### src/rtl/chroma_dc_pkg.sv
// Shared constants and types for the interleaved chroma DC reconstruction.
// Assumes a 6-bit rounding shift from dequantized DC to residual.
package chroma_dc_pkg;
    localparam int unsigned RES_SHIFT = 6;

    typedef enum logic {
        PH_IDLE = 1'b0,
        PH_RUN  = 1'b1
    } phase_t;
endpackage

### src/rtl/cdc_residual.sv
// Captures the dequantized DC on a load strobe and holds the rounded residual.
// Assumes dc_in is two's complement; the sum is widened by one bit so it cannot overflow.
module cdc_residual #(
    parameter int DC_W  = 16,
    parameter int RES_W = DC_W + 1 - chroma_dc_pkg::RES_SHIFT
) (
    input  logic                    clk,
    input  logic                    rst_n,
    input  logic                    load,
    input  logic [DC_W-1:0]         dc_in,
    output logic signed [RES_W-1:0] residual
);
    import chroma_dc_pkg::*;

    localparam int SUM_W = DC_W + 1;
    localparam logic signed [SUM_W-1:0] HALF = SUM_W'(1 << (RES_SHIFT - 1));

    logic signed [SUM_W-1:0] sum_w;
    logic signed [SUM_W-1:0] shifted_w;

    // Rounding shift of the widened DC value.
    always_comb begin
        sum_w     = $signed({dc_in[DC_W-1], dc_in}) + HALF;
        shifted_w = sum_w >>> RES_SHIFT;
    end

    // Hold the residual for the whole block.
    always_ff @(posedge clk) begin
        if (!rst_n)
            residual <= '0;
        else if (load)
            residual <= shifted_w[RES_W-1:0];
    end
endmodule

### src/rtl/cdc_lane.sv
// One pixel lane: zero-extends a prediction byte, adds the signed residual and clips.
// Purely combinational; assumes RES_W is wide enough for the residual range.
module cdc_lane #(
    parameter int PIX_W = 8,
    parameter int RES_W = 11
) (
    input  logic [PIX_W-1:0]        pred_pix,
    input  logic signed [RES_W-1:0] residual,
    output logic [PIX_W-1:0]        recon_pix
);
    localparam int BASE_W = (RES_W > PIX_W + 1) ? RES_W : PIX_W + 1;
    localparam int SW     = BASE_W + 1;
    localparam logic signed [SW-1:0] PIX_MAX = SW'((1 << PIX_W) - 1);

    logic signed [SW-1:0] sum_w;

    // Add and saturate to the unsigned pixel range.
    always_comb begin
        sum_w = $signed({{(SW - PIX_W){1'b0}}, pred_pix})
              + $signed({{(SW - RES_W){residual[RES_W-1]}}, residual});
        if (sum_w < 0)
            recon_pix = '0;
        else if (sum_w > PIX_MAX)
            recon_pix = '1;
        else
            recon_pix = sum_w[PIX_W-1:0];
    end
endmodule

### src/rtl/cdc_seq.sv
// Row sequencer: idle until start, then accepts ROWS rows and returns to idle.
// Assumes start is ignored while a block runs and rows are ignored while idle.
module cdc_seq #(
    parameter int ROWS = 4
) (
    input  logic clk,
    input  logic rst_n,
    input  logic start,
    input  logic in_valid,
    output logic busy,
    output logic load,
    output logic accept,
    output logic last
);
    import chroma_dc_pkg::*;

    localparam int CNT_W = (ROWS > 1) ? $clog2(ROWS) : 1;
    localparam logic [CNT_W-1:0] LAST_IDX = CNT_W'(ROWS - 1);

    phase_t           phase;
    logic [CNT_W-1:0] row_cnt;

    // Decode strobes from the current phase.
    always_comb begin
        busy   = (phase == PH_RUN);
        load   = start && !busy;
        accept = in_valid && busy;
        last   = accept && (row_cnt == LAST_IDX);
    end

    // Phase and row counter update.
    always_ff @(posedge clk) begin
        if (!rst_n) begin
            phase   <= PH_IDLE;
            row_cnt <= '0;
        end else if (load) begin
            phase   <= PH_RUN;
            row_cnt <= '0;
        end else if (accept) begin
            row_cnt <= row_cnt + 1'b1;
            if (last)
                phase <= PH_IDLE;
        end
    end
endmodule

### src/rtl/chroma_dc_recon.sv
// Top: DC-only reconstruction of one chroma component in interleaved rows.
// Even bytes carry the rebuilt component; odd bytes of cur_row pass through.
// Assumes dc_in is already dequantized; one merged row returns per accepted row.
module chroma_dc_recon #(
    parameter int DC_W  = 16,
    parameter int PIX_W = 8,
    parameter int NPIX  = 4,
    parameter int ROWS  = 4
) (
    input  logic                   clk,
    input  logic                   rst_n,
    input  logic                   start,
    input  logic [DC_W-1:0]        dc_in,
    input  logic                   in_valid,
    input  logic [2*NPIX*PIX_W-1:0] pred_row,
    input  logic [2*NPIX*PIX_W-1:0] cur_row,
    output logic                   busy,
    output logic                   out_valid,
    output logic [2*NPIX*PIX_W-1:0] out_row,
    output logic                   done
);
    import chroma_dc_pkg::*;

    localparam int RES_W = DC_W + 1 - RES_SHIFT;
    localparam int ROW_W = 2 * NPIX * PIX_W;

    logic                    load_w;
    logic                    accept_w;
    logic                    last_w;
    logic signed [RES_W-1:0] residual_w;
    logic [ROW_W-1:0]        merged_w;

    cdc_seq #(.ROWS(ROWS)) u_seq (
        .clk      (clk),
        .rst_n    (rst_n),
        .start    (start),
        .in_valid (in_valid),
        .busy     (busy),
        .load     (load_w),
        .accept   (accept_w),
        .last     (last_w)
    );

    cdc_residual #(.DC_W(DC_W), .RES_W(RES_W)) u_res (
        .clk      (clk),
        .rst_n    (rst_n),
        .load     (load_w),
        .dc_in    (dc_in),
        .residual (residual_w)
    );

    // One lane per component pixel; odd bytes copied from the current row.
    for (genvar gi = 0; gi < NPIX; gi++) begin : g_lane
        logic [PIX_W-1:0] pix_w;
        cdc_lane #(.PIX_W(PIX_W), .RES_W(RES_W)) u_lane (
            .pred_pix  (pred_row[(2*gi)*PIX_W +: PIX_W]),
            .residual  (residual_w),
            .recon_pix (pix_w)
        );
        assign merged_w[(2*gi)*PIX_W   +: PIX_W] = pix_w;
        assign merged_w[(2*gi+1)*PIX_W +: PIX_W] = cur_row[(2*gi+1)*PIX_W +: PIX_W];
    end

    // Output register with valid and end-of-block flag.
    always_ff @(posedge clk) begin
        if (!rst_n) begin
            out_valid <= 1'b0;
            done      <= 1'b0;
            out_row   <= '0;
        end else begin
            out_valid <= accept_w;
            done      <= last_w;
            if (accept_w)
                out_row <= merged_w;
        end
    end
endmodule

### config.mk
export PLATFORM = sky130hd
export DESIGN_NAME = chroma_dc_recon
export DESIGN_NICKNAME = d
export VERILOG_FILES = /design/src/rtl/chroma_dc_pkg.sv /design/src/rtl/cdc_residual.sv /design/src/rtl/cdc_lane.sv /design/src/rtl/cdc_seq.sv /design/src/rtl/chroma_dc_recon.sv
export SDC_FILE = /design/constraint.sdc
export NUM_CORES = 1
export LEC_CHECK = 0
export BUFFER_PORTS_ARGS = -buffer_cell sky130_fd_sc_hd__buf_2
export CORE_MARGIN = 2
export CORE_UTILIZATION = 54
export DETAILED_ROUTE_END_ITERATION = 12
export PLACE_DENSITY = 0.87
export SLEW_MARGIN = 10
export SYNTH_ARGS = -nofsm -noshare
export SYNTH_HDL_FRONTEND = slang
export SYNTH_HIERARCHICAL = 1
export SYNTH_SLANG_ARGS = --single-unit
### constraint.sdc
create_clock -name clk -period 4.6 [get_ports clk]
set_clock_uncertainty 0.2 [all_clocks]
set_input_delay 0.23 -clock clk [delete_from_list [all_inputs] [get_ports clk]]
set_output_delay 0.23 -clock clk [all_outputs]
set_load 0.005 [all_outputs]
Yosys cells after proc, flatten, opt, wreduce, memory -nomap -nowiden
Index checks and enable logic that the tools add are counted.
Widths: inputs -> output; s select.

cells by class
  reduce and logical (&&, ||, !) cells = 8
  magnitude comparators = 8
  mux-type cells = 11
  add/subtract/negate cells = 6
  equality and inequality tests = 1
  bitwise logic cells = 1

operator list
  kind                   number
  $mux 8                 8
  $add 9x11->12          4
  $gt 12x9->1 const B    4
  $lt 12x1->1 const B    4
  $add 16x7->17 const B  1
  $reduce_bool 2->1      2
  $logic_and 1x1->1      3
  $mux 1                 3
  $add 2x1->2 const B    1
  $eq 2x2->1 const B     1
  $reduce_and 2->1       1
  $reduce_or 2->1        1
  $logic_not 1->1        1
  $not 1->1              1

word-level totals
  output and inout port bits = 67
  word-level logic and storage cells = 41
  bits in registers = 80

Longest topological paths before layout
Gate-level depths: netlist of run 1.

  word-level depth = 5
  depth in mapped cells = 11

Cells and area by module
Netlist of run 1, hierarchy kept.

modules (own cells, without submodules)
  module                            area an instance (um2)  cells an instance  times used
  chroma_dc_recon                   2,516.2                 210                1
  cdc_lane at g_lane[0].u_lane ...  588.1                   73                 3
  cdc_lane at g_lane[1].u_lane      568.0                   70                 1
  cdc_residual                      551.8                   63                 1
  cdc_seq                           153.9                   17                 1

Least setup slack after synthesis of run 1
OpenSTA, ideal clock, no wires.

  path kind = register -> register
  start point = register u_res.residual[0]
  end point = register out_row[50]
  setup slack = 1.893 ns
  arrival time = 2.391 ns
  period minus slack after synthesis = 2.707 ns
  library setup time = 0.116 ns
  required time = 4.284 ns
  stages on the path, launching flop included = 12
  path through = dfxtp_1 > ha_1 > inv_1 > fa_1 > nor2b_4 > o2111ai_2 > and4b_1 > o311a_4 > a211oi_1 > o21ai_1 > mux2i_1 > nor2b_1

between the ends
  cells in the longest elaborated chain, start to end = 4
  elaborated cells between the ends (all ways) = 5
  those cells by class = add/sub (1); order compare (2); mux (2)

RTL lines
  what                          line                   text
  start, declared               cdc_residual.sv:11     output logic signed [RES_W-1:0] residual
  start signal, assigned        cdc_residual.sv:32     residual <= shifted_w[RES_W-1:0];
  $add 9x11->12 (*)             cdc_lane.sv:20         + $signed({{(SW - RES_W){residual[RES_W-1]}}, residual});
  $gt 12x9->1                   cdc_lane.sv:23         else if (sum_w > PIX_MAX)
  $mux 8                        cdc_lane.sv:23
  $mux 8 (*)                    cdc_lane.sv:21         if (sum_w < 0)
  named net g_lane[3].pix_w[2]  chroma_dc_recon.sv:54  logic [PIX_W-1:0] pix_w;
  end signal, assigned          chroma_dc_recon.sv:74  out_row <= merged_w;
  end, declared                 chroma_dc_recon.sv:19  output logic [2*NPIX*PIX_W-1:0] out_row,

Mark *: on every way through the listed nets, which the timed path passes. The rest lies on a longest branch.
A chain may end at the register's enable or synchronous reset.

Worst setup path after layout of run 1
  start point = register u_res.residual[0]
  end point = register out_row[5]

between the ends
  cells in the longest elaborated chain, start to end = 4
  elaborated cells between the ends (all ways) = 5
  those cells by class = add/sub (1); order compare (2); mux (2)

RTL lines
  what                          line
  $add 9x11->12 (*)             cdc_lane.sv:20
  $gt 12x9->1                   cdc_lane.sv:23
  $mux 8                        cdc_lane.sv:23
  $mux 8 (*)                    cdc_lane.sv:21
  named net g_lane[0].pix_w[5]  chroma_dc_recon.sv:54

Marks and branches as above.

==> summary.md, run 1 <==
| Metric | Value |
|---|---|
| Clk_lat worst skew | 0.36 ns |
| GP Congestion | 0.933 |
| Setup tns final | 0 ns |
| Slew Viols, Final | 0 |
| Async set or reset register ratio after synthesis | 0% |
| Worst-Margin Slew | ~1.1 ns |
| Int Power | 0.00123 W |
| CTS clk-pin slew, worst paths | ~0.09 ns |
| Largest net degree at the start of global routing | 79 |
| DRC | 0 |
| Yosys warnings | 6 |
| Synth Area in Compound Gates | 24.6% |
| Cell area after synthesis | 5550 um2 |
| Sequential area share after synthesis | between 20% and 30% |
| Synth area leaders | dfxtp_1, mux2i_1, ha_1 |
| # setup viols final | 0 |
| CP arrival | 3.34 ns |
| Crit end category | register |
| Peak supply drop | 0.191 mV |
| Final Hold Vio Count | 0 |
| Total Nets Final | roughly 940 |
| Adder-cell share of the synthesized area | a little under a tenth |
| R2r endpoint | out_row[5] |
| Largest family of logic cells by synthesized area | compound AO/OA/AOI/OAI gates |
| Worst Hold Path Cells | 3 |
| Full die area | 11100 um2 |
| Post-synth EDFFs | 0 |
| Initial antenna violation count | 0 |
| CP max-delay cell | dfxtp_1 |
| Via density | 5.60 |
| Area fraction of the dominant cell type after synthesis | 28.8% |
| CTS resizes | 0 |
| Cell Pwr Density | approximately 270 nW/um2 |
| Seq pwr share | 42.3% |
| Minimum clock period | 3.28 ns |
| Worst R2R Start | u_res/residual[0] |
| Post-Syn Nets | 765 |
| TritonCTS clock tree | done |
| Netlist cell types | between 50 and 60 |
| Die height | 105 um |
| GRT overflow | 0 |
| Mux cell area share after synthesis | 11.9% |
| # diodes | 0 |
| Clock share of power | 25.6% |
| CTS Buf Count | 9 |
| Hold wc startpoint | in_valid |
| Area Overhead vs Synth | 23.3% |
| Max Cap Viol | 0 |
| Switch share | 33.2% |
| Depth of the CTS H-tree | 3 |
| Status | completed |
| Postcts setup bufs | 0 |
| Avg Synthesized Cell Area | 9.59 um2 |
| LEAKAGE | between 3 and 4 nW |
| Bufs and invs on worst path | 1 |
| CTS Hold Bufs | 39 |
| Worst-path cell chain | ha_1, inv_1, fa_1, nor2b_4, o2111ai_2, and4b_1, o311a_4, a211oi_1, o21ai_1, mux2i_1, nor2b_1 |
| Via count | 4993 |
| Crit share post-route | 71.3% |
| Switching power | 0.000611 W |
| Cells after Synth | 579 |
| Startpoint Class | register |
| Starting density of the core | 54.8% |
| Commonest non-fill, non-tap cells in the layout | buf_2, dfxtp_1, nor2b_1 |
| Comb power frac | between 30% and 40% |
| DRT Pass-1 Iters | 4 |
| Setup CP Type | register to register |
| I/O pin cnt | 215 |
| CP max stage delay | 0.59 ns |
| Dominant cell type by area after synthesis | dfxtp_1 |
| Total Routed Length | 14200 um |
| Slew HR | about a quarter |
| Tot Pwr | 0.00184 W |
| Post-route ant nets | 0 |
| Post-synthesis xor/xnor area fraction | 4.42% |
| Top FF cell, synth | dfxtp_1 |
| FF+latch count, synth | 80 |
| Core ar. | 10100 um2 |
| Rows | 37 |
| DP HPWL | 9960 um |
| Simple-gate portion of the synthesized area | 16.1% |
| Drt wl/cell | 15.9 um |
| GRT Overall Usage | 25.5% |
| CP top delay family | compound AO/OA/AOI/OAI gates |
| Drt initial violations | 193 |
| Die width | between 100 and 150 um |
| Layout cell share with drive strength beyond 1 | 27.4% |
| Fillers | between 800 and 900 |
| Largest fanout on the critical path | 5 |
| Clk buf depth | 2 |
| Clk root buf | clkbuf_8 |
| Worst path required time | 4.66 ns |
| R2R setup slack | 1.32 ns |
| IO Port Bufs | 145 |
| Number of global-route vias before repair | about 5000 |
| Max Fclk | 0.305 GHz |
| WHS Endpoint | u_seq/row_cnt[0] |
| RSZ-0062 raised after global routing | false |
| Worst hold path type | input port to register |
| R2R depth | 11 |
| Number of clock sinks | 80 |
| Most common cell after layout, fill and taps aside | buf_2 |
| Global-route wire length before repair | 22900 um |
==> per-stage QoR <==
step	std cells	utilization [%]	instance area (um2)	hold slack [ns]	worst slack [ns]
floorplan	579	-	5550	0.166	1.89
global placement	837	62.0	6280	0.288	1.46
detailed placement	837	62.0	6280	0.297	1.40
CTS	892	67.5	6850	0.0182	1.35
global route	892	67.5	6850	0.0279	1.11
finish	892	67.5	6850	0.0239	1.32
==> how the worst max path moves through the flow <==
stage / from / endpoint / slack, ns / depth (start not counted)
CTS: u_res/residual[0] / out_row[36] / 1.35 / 11
floorplan: u_res/residual[0] / out_row[50] / 1.89 / 11
detailed placement: u_res/residual[0] / out_row[4] / 1.40 / 11
finish: u_res/residual[0] / out_row[5] / 1.32 / 11
global route: u_res/residual[0] / out_row[2] / 1.11 / 11
global placement: u_res/residual[0] / out_row[5] / 1.46 / 11
==> power groups by stage <==
stage               Clock (W)  Sequential (W)  Combinational [W]
detailed placement          0        0.000795           0.000560
finish               0.000473        0.000780           0.000591
global placement            0        0.000793           0.000536
floorplan                   0        0.000786           0.000409
CTS                  0.000483        0.000779           0.000587
global route         0.000518        0.000786           0.000649
==> registers in the layout (all words and copies together), names as in the netlist <==
name,cells
u_seq/row_cnt,2
done,1
u_seq/busy,1
u_res/residual,11
out_row,64
out_valid,1
==> worst register-to-register path, stage by stage (launching register included) <==
cell,delay (ns)
dfxtp_1,0.59
ha_1,0.29
inv_1,0.07
fa_1,0.43
nor2b_4,0.15
o2111ai_2,0.21
and4b_1,0.27
o311a_4,0.38
a211oi_1,0.27
o21ai_1,0.11
mux2i_1,0.14
nor2b_1,0.06
==> final cells by class <==
type	instances	area, um2	share of cell area [%]
flip-flops and latches	80	1600	23.4
inverters	26	97.6	1.43
clock buffers	12	145	2.12
repair buffers	186	1130	16.5
well taps	136	170	2.48
multi-input cells	448	3670	53.6
clock inverters	4	28.8	0.420
==> routing by layer <==
metal,track usage [%],wire length (um),vias to the layer above
li1,-,-,2463
met1,30.5,6100,2337
met2,45.8,6980,176
met3,5.07,865,17
met4,7.62,233,0
met5,0,0,-
==> cell usage after synthesis (4+ instances only) <==
library cell   n
a21o_1        15
nand2_1       27
fa_1           4
a211oi_1      14
inv_1         26
o21ai_1        9
a31oi_1       32
or4_1          5
o21bai_2       4
o21ai_0       25
a21oi_1       15
xor2_1        17
xnor2_1       11
clkbuf_1      17
dfxtp_1       80
nand2b_1       4
buf_12         4
nand3_1        7
nor2b_4        4
nor2_1        12
and2_1         5
ha_1          34
nor2b_1       67
a21oi_4        7
o211ai_1      10
a21oi_2        7
o2111ai_2      7
or3_1          5
mux2i_1       66
==> logic make-up (layout without fill, tap and decap cells) <==
logic type / count (synthesis) / count (layout)
AO/OA/AOI/OAI: 169 / 169
XOR/XNOR: 28 / 28
adder cells (fa/ha/maj): 38 / 38
buffers and inverters: 51 / 228
flip-flops: 80 / 80
multiplexers: 66 / 66
AND/OR/NAND/NOR: 147 / 147
(Power assumes the default switching activity.)
==> run 2: changes to the inputs <==
Settings changed: CORE_UTILIZATION 54 to 50, PLACE_DENSITY 0.87 to 0.82.
Clock period 4.6 ns to 3.2 ns, I/O delays scaled along.
==> summary.md, run 2 (synthesized netlist as in run 1, its figures left out) <==
| Metric | Value |
|---|---|
| Status | completed |
| Top flop regs | out_row (64), u_res/residual (11), u_seq/row_cnt (2) |
| DRC | 0 |
| Commonest non-fill, non-tap cells in the layout | buf_2, dfxtp_1, nor2b_1 |
| GRT overflow | 0 |
| Max reg flops | 64 |
| DP HPWL | between 10000 and 15000 um |
| Worst-Margin Slew | about 0.9 ns |
| Worst Setup Slack post-DPL | 0.206 ns |
| Placed Cells | 847 |
| Slew Viols, Final | 0 |
| Global-route wire length before repair | 22400 um |
| LEAKAGE | ~3.1 nW |
| DRT Pass-1 Iters | 5 |
| Full die area | 12000 um2 |
| Most common cell after layout, fill and taps aside | buf_2 |
| Clk buf depth | 2 |
| Postcts setup bufs | 0 |
| Total Nets Final | 949 |
| Most flop-heavy register | out_row |
| Crit share post-route | 94.7% |
| GRT Overall Usage | a little under a quarter |
| Die height | ~110 um |
| Via count | about 5000 |
| Number of global-route vias before repair | ~4900 |
| Rows | 38 |
| Cell Pwr Density | 392 nW/um2 |
| IO Port Bufs | 145 |
| Slew HR | 40.2% |
| Final Hold Vio Count | 0 |
| CTS Buf Count | 9 |
| Final cell count without fillers | 908 |
| Setup tns final | 0 ns |
| Depth of the CTS H-tree | 3 |
| Setup slack after layout | 0.169 ns |
| Via density | ~5.6 |
| Largest fanout on the critical path | 5 |
| Initial antenna violation count | 0 |
| # diodes | 0 |
| Switch share | 32.4% |
| Total Routed Length | around 14000 um |
| Post-route ant nets | 0 |
| R2R setup slack | 0.17 ns |
| CP arrival | 3.10 ns |
| Core ar. | approximately 11000 um2 |
| Worst hold path type | input port to register |
| Setup CP Type | register to register |
| RSZ-0062 raised after global routing | false |
| Layout cell share with drive strength beyond 1 | 28.1% |
| Clk root buf | clkbuf_8 |
| Drt wl/cell | 15.8 um |
| Crit end category | register |
| TritonCTS clock tree | done |
| Int Power | 0.00186 W |
| Peak supply drop | about 0.24 mV |
| # setup viols final | 0 |
| Max Fclk | 0.330 GHz |
| Seq pwr share | 40.6% |
| Startpoint Class | register |
| Comb power frac | 31.7% |
| Number of clock sinks | 80 |
| Clk_lat worst skew | 0.37 ns |
| Die width | between 100 and 150 um |
| Area Overhead vs Synth | 26.5% |
| Worst hold slack | a little over 0.03 ns |
| Max Cap Viol | 0 |
| GP Congestion | 0.906 |
| Worst path required time | 3.27 ns |
| CTS clk-pin slew, worst paths | 0.09 ns |
| I/O pin cnt | 215 |
| Starting density of the core | between 50% and 60% |
| Clock share of power | 27.6% |
| Largest net degree at the start of global routing | 44 |
| Switching power | 0.000892 W |
| Final core occ | 64.8% |
| Minimum clock period | 3.03 ns |
| Drt initial violations | 301 |
run 2: area by class of cell:
| type | count | area, um2 |
|---|---|---|
| clock buffer | 11 | 141 |
| clock inverter | 5 | 56.3 |
| fill | 850 | 3820 |
| inverter | 26 | 97.6 |
| multi-input combinational | 448 | 3690 |
| sequential | 80 | 1600 |
| tap | 140 | 175 |
| timing repair buffer | 198 | 1260 |
run 2: worst paths after layout:
kind / cells after the start / endpoint / startpoint
min: 4 / u_res/residual[0] / dc_in[6]
max: 12 / out_row[37] / u_res/residual[0]
max reg2reg: 12 / out_row[37] / u_res/residual[0]
min reg2reg: 2 / out_row[57] / out_row[57]
run 2: power groups by stage:
stage	clock, W	combinational (W)	sequential [W]
2_1_floorplan	0	0.000589	0.00113
3_3_place_gp	0	0.000783	0.00114
3_5_place_dp	0	0.000818	0.00114
4_1_cts	0.000776	0.000863	0.00112
5_1_grt	0.000813	0.000958	0.00113
6_report	0.000761	0.000873	0.00112
run 2: per-stage QoR:
| step | area (um2) | power, W |
|---|---|---|
| finish | 7020 | 0.00275 |
| floorplan | 5550 | 0.00172 |
| global placement | 6360 | 0.00192 |
| detailed placement | 6360 | 0.00196 |
| global route | 7020 | 0.00290 |
| CTS | 7010 | 0.00276 |
run 2: per-layer routing:
| metal | GRT usage, % | wire length [um] | vias to the layer above | share of wire, % |
|---|---|---|---|---|
| met5 | 0 | 0 | - | 0 |
| met4 | 7.96 | 283 | 0 | 2.0 |
| met1 | 28.5 | 6180 | 2394 | 43 |
| met2 | 42.5 | 7250 | 145 | 50 |
| li1 | - | - | 2480 | - |
| met3 | 3.79 | 647 | 27 | 4.5 |
run 2: repair_timing:
action | CTS | global route
resized for setup | 0 | 3
hold buffers | 45 | 0
endpoints found under the setup margin | 0 | 6
endpoints found under the hold margin | 45 | 0
run 2: worst max-delay path, cell delays in order (launching register included):
cell       delay [ns]
dfxtp_1          0.34
buf_4            0.13
ha_1             0.19
inv_1            0.06
fa_1             0.44
nor2b_4          0.15
o2111ai_2        0.20
and4b_1          0.27
o311a_4          0.38
a211oi_1         0.27
o21ai_1          0.10
mux2i_1          0.14
nor2b_1          0.06
==> run 3: changes to the inputs <==
--- a/config.mk
+++ b/config.mk
@@ -11,4 +11,5 @@
 export DETAILED_ROUTE_END_ITERATION = 12
 export PLACE_DENSITY = 0.82
+export SETUP_SLACK_MARGIN = 0.15
 export SLEW_MARGIN = 10
 export SYNTH_ARGS = -nofsm -noshare
==> constraint.sdc (replaced) <==
create_clock -name clk -period 3.2 [get_ports clk]
set_clock_uncertainty 0.2 [all_clocks]
set_input_delay 0.32 -clock clk [delete_from_list [all_inputs] [get_ports clk]]
set_output_delay 0.32 -clock clk [all_outputs]
set_load 0.005 [all_outputs]
==> summary.md, run 3 (synthesized netlist as in run 1, its figures left out) <==
| Metric | Value |
|---|---|
| Cell Pwr Density | 410 nW/um2 |
| Core ar. | around 11000 um2 |
| Die width | 109 um |
| IO Port Bufs | 145 |
| Drt initial violations | 300 |
| Most flop-heavy register | out_row |
| Placed Cells | between 800 and 900 |
| DRT Pass-1 Iters | 5 |
| DP HPWL | 10300 um |
| CTS Buf Count | 9 |
| Tot Pwr | 0.00272 W |
| RSZ-0062 raised after global routing | true |
| Clk buf depth | 2 |
| Largest net degree at the start of global routing | 47 |
| Status | completed |
| Peak supply drop | 0.237 mV |
| Total Routed Length | 13500 um |
| Worst path required time | 3.25 ns |
| Global-route wire length before repair | 21400 um |
| Total Nets Final | 907 |
| Starting density of the core | between 50% and 60% |
| # setup viols final | 0 |
| Final Hold Vio Count | 0 |
| Drt wl/cell | 15.5 um |
| Via count | between 4000 and 5000 |
| Number of global-route vias before repair | 4721 |
| Final cell count without fillers | 866 |
| Setup tns final | 0 ns |
| Setup CP Type | register to register |
| CTS clk-pin slew, worst paths | 0.08 ns |
| Worst Hold Path Cells | 3 |
| Clk root buf | clkbuf_8 |
| Most common cell after layout, fill and taps aside | buf_2 |
| GP Congestion | 0.896 |
| Die height | 109 um |
| Max Fclk | about 0.34 GHz |
| Clk_lat worst skew | roughly 0.36 ns |
| # diodes | 0 |
| Crit share post-route | 92.8% |
| LEAKAGE | 2.91 nW |
| Worst hold slack | roughly 0.022 ns |
| TritonCTS clock tree | done |
| CTS Hold Bufs | 0 |
| Via density | 5.61 |
| Depth of the CTS H-tree | 3 |
| Initial antenna violation count | 0 |
| Max Cap Viol | 0 |
| Number of clock sinks | 80 |
| Worst-Margin Slew | 0.753 ns |
| Slew Viols, Final | 0 |
| GRT Overall Usage | between 20 and 25% |
| Rows | 38 |
| R2R depth | 12 |
| Worst hold path type | input port to register |
| Commonest non-fill, non-tap cells in the layout | buf_2, dfxtp_1, nor2b_1 |
| Full die area | 12000 um2 |
| Area Overhead vs Synth | 19.2% |
| Slew HR | between 40% and 50% |
| DRC | 0 |
| Largest fanout on the critical path | 5 |
| Max reg flops | 64 |
| Startpoint Class | register |
| CP arrival | 3.02 ns |
| Layout cell share with drive strength beyond 1 | a little under a third |
| Post-route ant nets | 0 |
| GRT overflow | 0 |
| Minimum clock period | 2.97 ns |
| Crit end category | register |
| I/O pin cnt | 215 |
| Top flop regs | out_row (64), u_res/residual (11), u_seq/row_cnt (2) |
[run 3: final timing paths]
check | from | to | slack [ns]
hold / removal | cur_row[13] | out_row[13] | 0.02
hold reg to reg | out_row[3] | out_row[3] | 0.32
setup reg to reg | u_res/residual[0] | out_row[2] | 0.23
setup / recovery | u_res/residual[0] | out_row[2] | 0.23
[run 3: critical path, cell delays in order, from the launching register on]
cell       delay (ns)
dfxtp_1          0.34
buf_4            0.14
ha_2             0.20
inv_1            0.06
fa_2             0.37
nor2b_4          0.16
o2111ai_4        0.17
and4b_1          0.27
o311a_4          0.38
a211oi_1         0.25
o21ai_1          0.12
mux2i_1          0.15
nor2b_1          0.06
[run 3: routing by layer]
metal | share of wire [%] | vias to the layer above | track usage, %
li1 | - | 2395 | -
met1 | 45 | 2284 | 27.9
met2 | 48 | 156 | 39.0
met3 | 5.3 | 21 | 3.08
met4 | 2.2 | 0 | 8.14
met5 | 0 | - | 0
[run 3: timing repair]
item	4_1_cts	5_1_grt
buffers inserted	0	2
setup endpoints to repair	0	32
gates resized for setup	0	7
[run 3: power by group]
part / switching (W) / internal [W]
Clock: 0.000378 / 0.000384
Sequential: 0.0000584 / 0.00106
Combinational: 0.000446 / 0.000390
Total: 0.000883 / 0.00183
[run 3: through the flow]
step	cell area, um2	setup WS, ns	util, %
3_5_place_dp	6370	0.180	58.7
5_1_grt	6620	0.122	61.1
2_1_floorplan	5550	0.493	-
4_1_cts	6570	0.158	60.6
3_3_place_gp	6370	0.252	58.7
6_report	6620	0.231	61.1
[run 3: final cells by class]
type / count / area [um2]
Clock buffer: 10 / 138
Clock inverter: 6 / 67.6
Fill cell: 950 / 4220
Inverter: 26 / 97.6
Multi-Input combinational cell: 448 / 3710
Sequential cell: 80 / 1600
Tap cell: 140 / 175
Timing Repair Buffer: 156 / 833
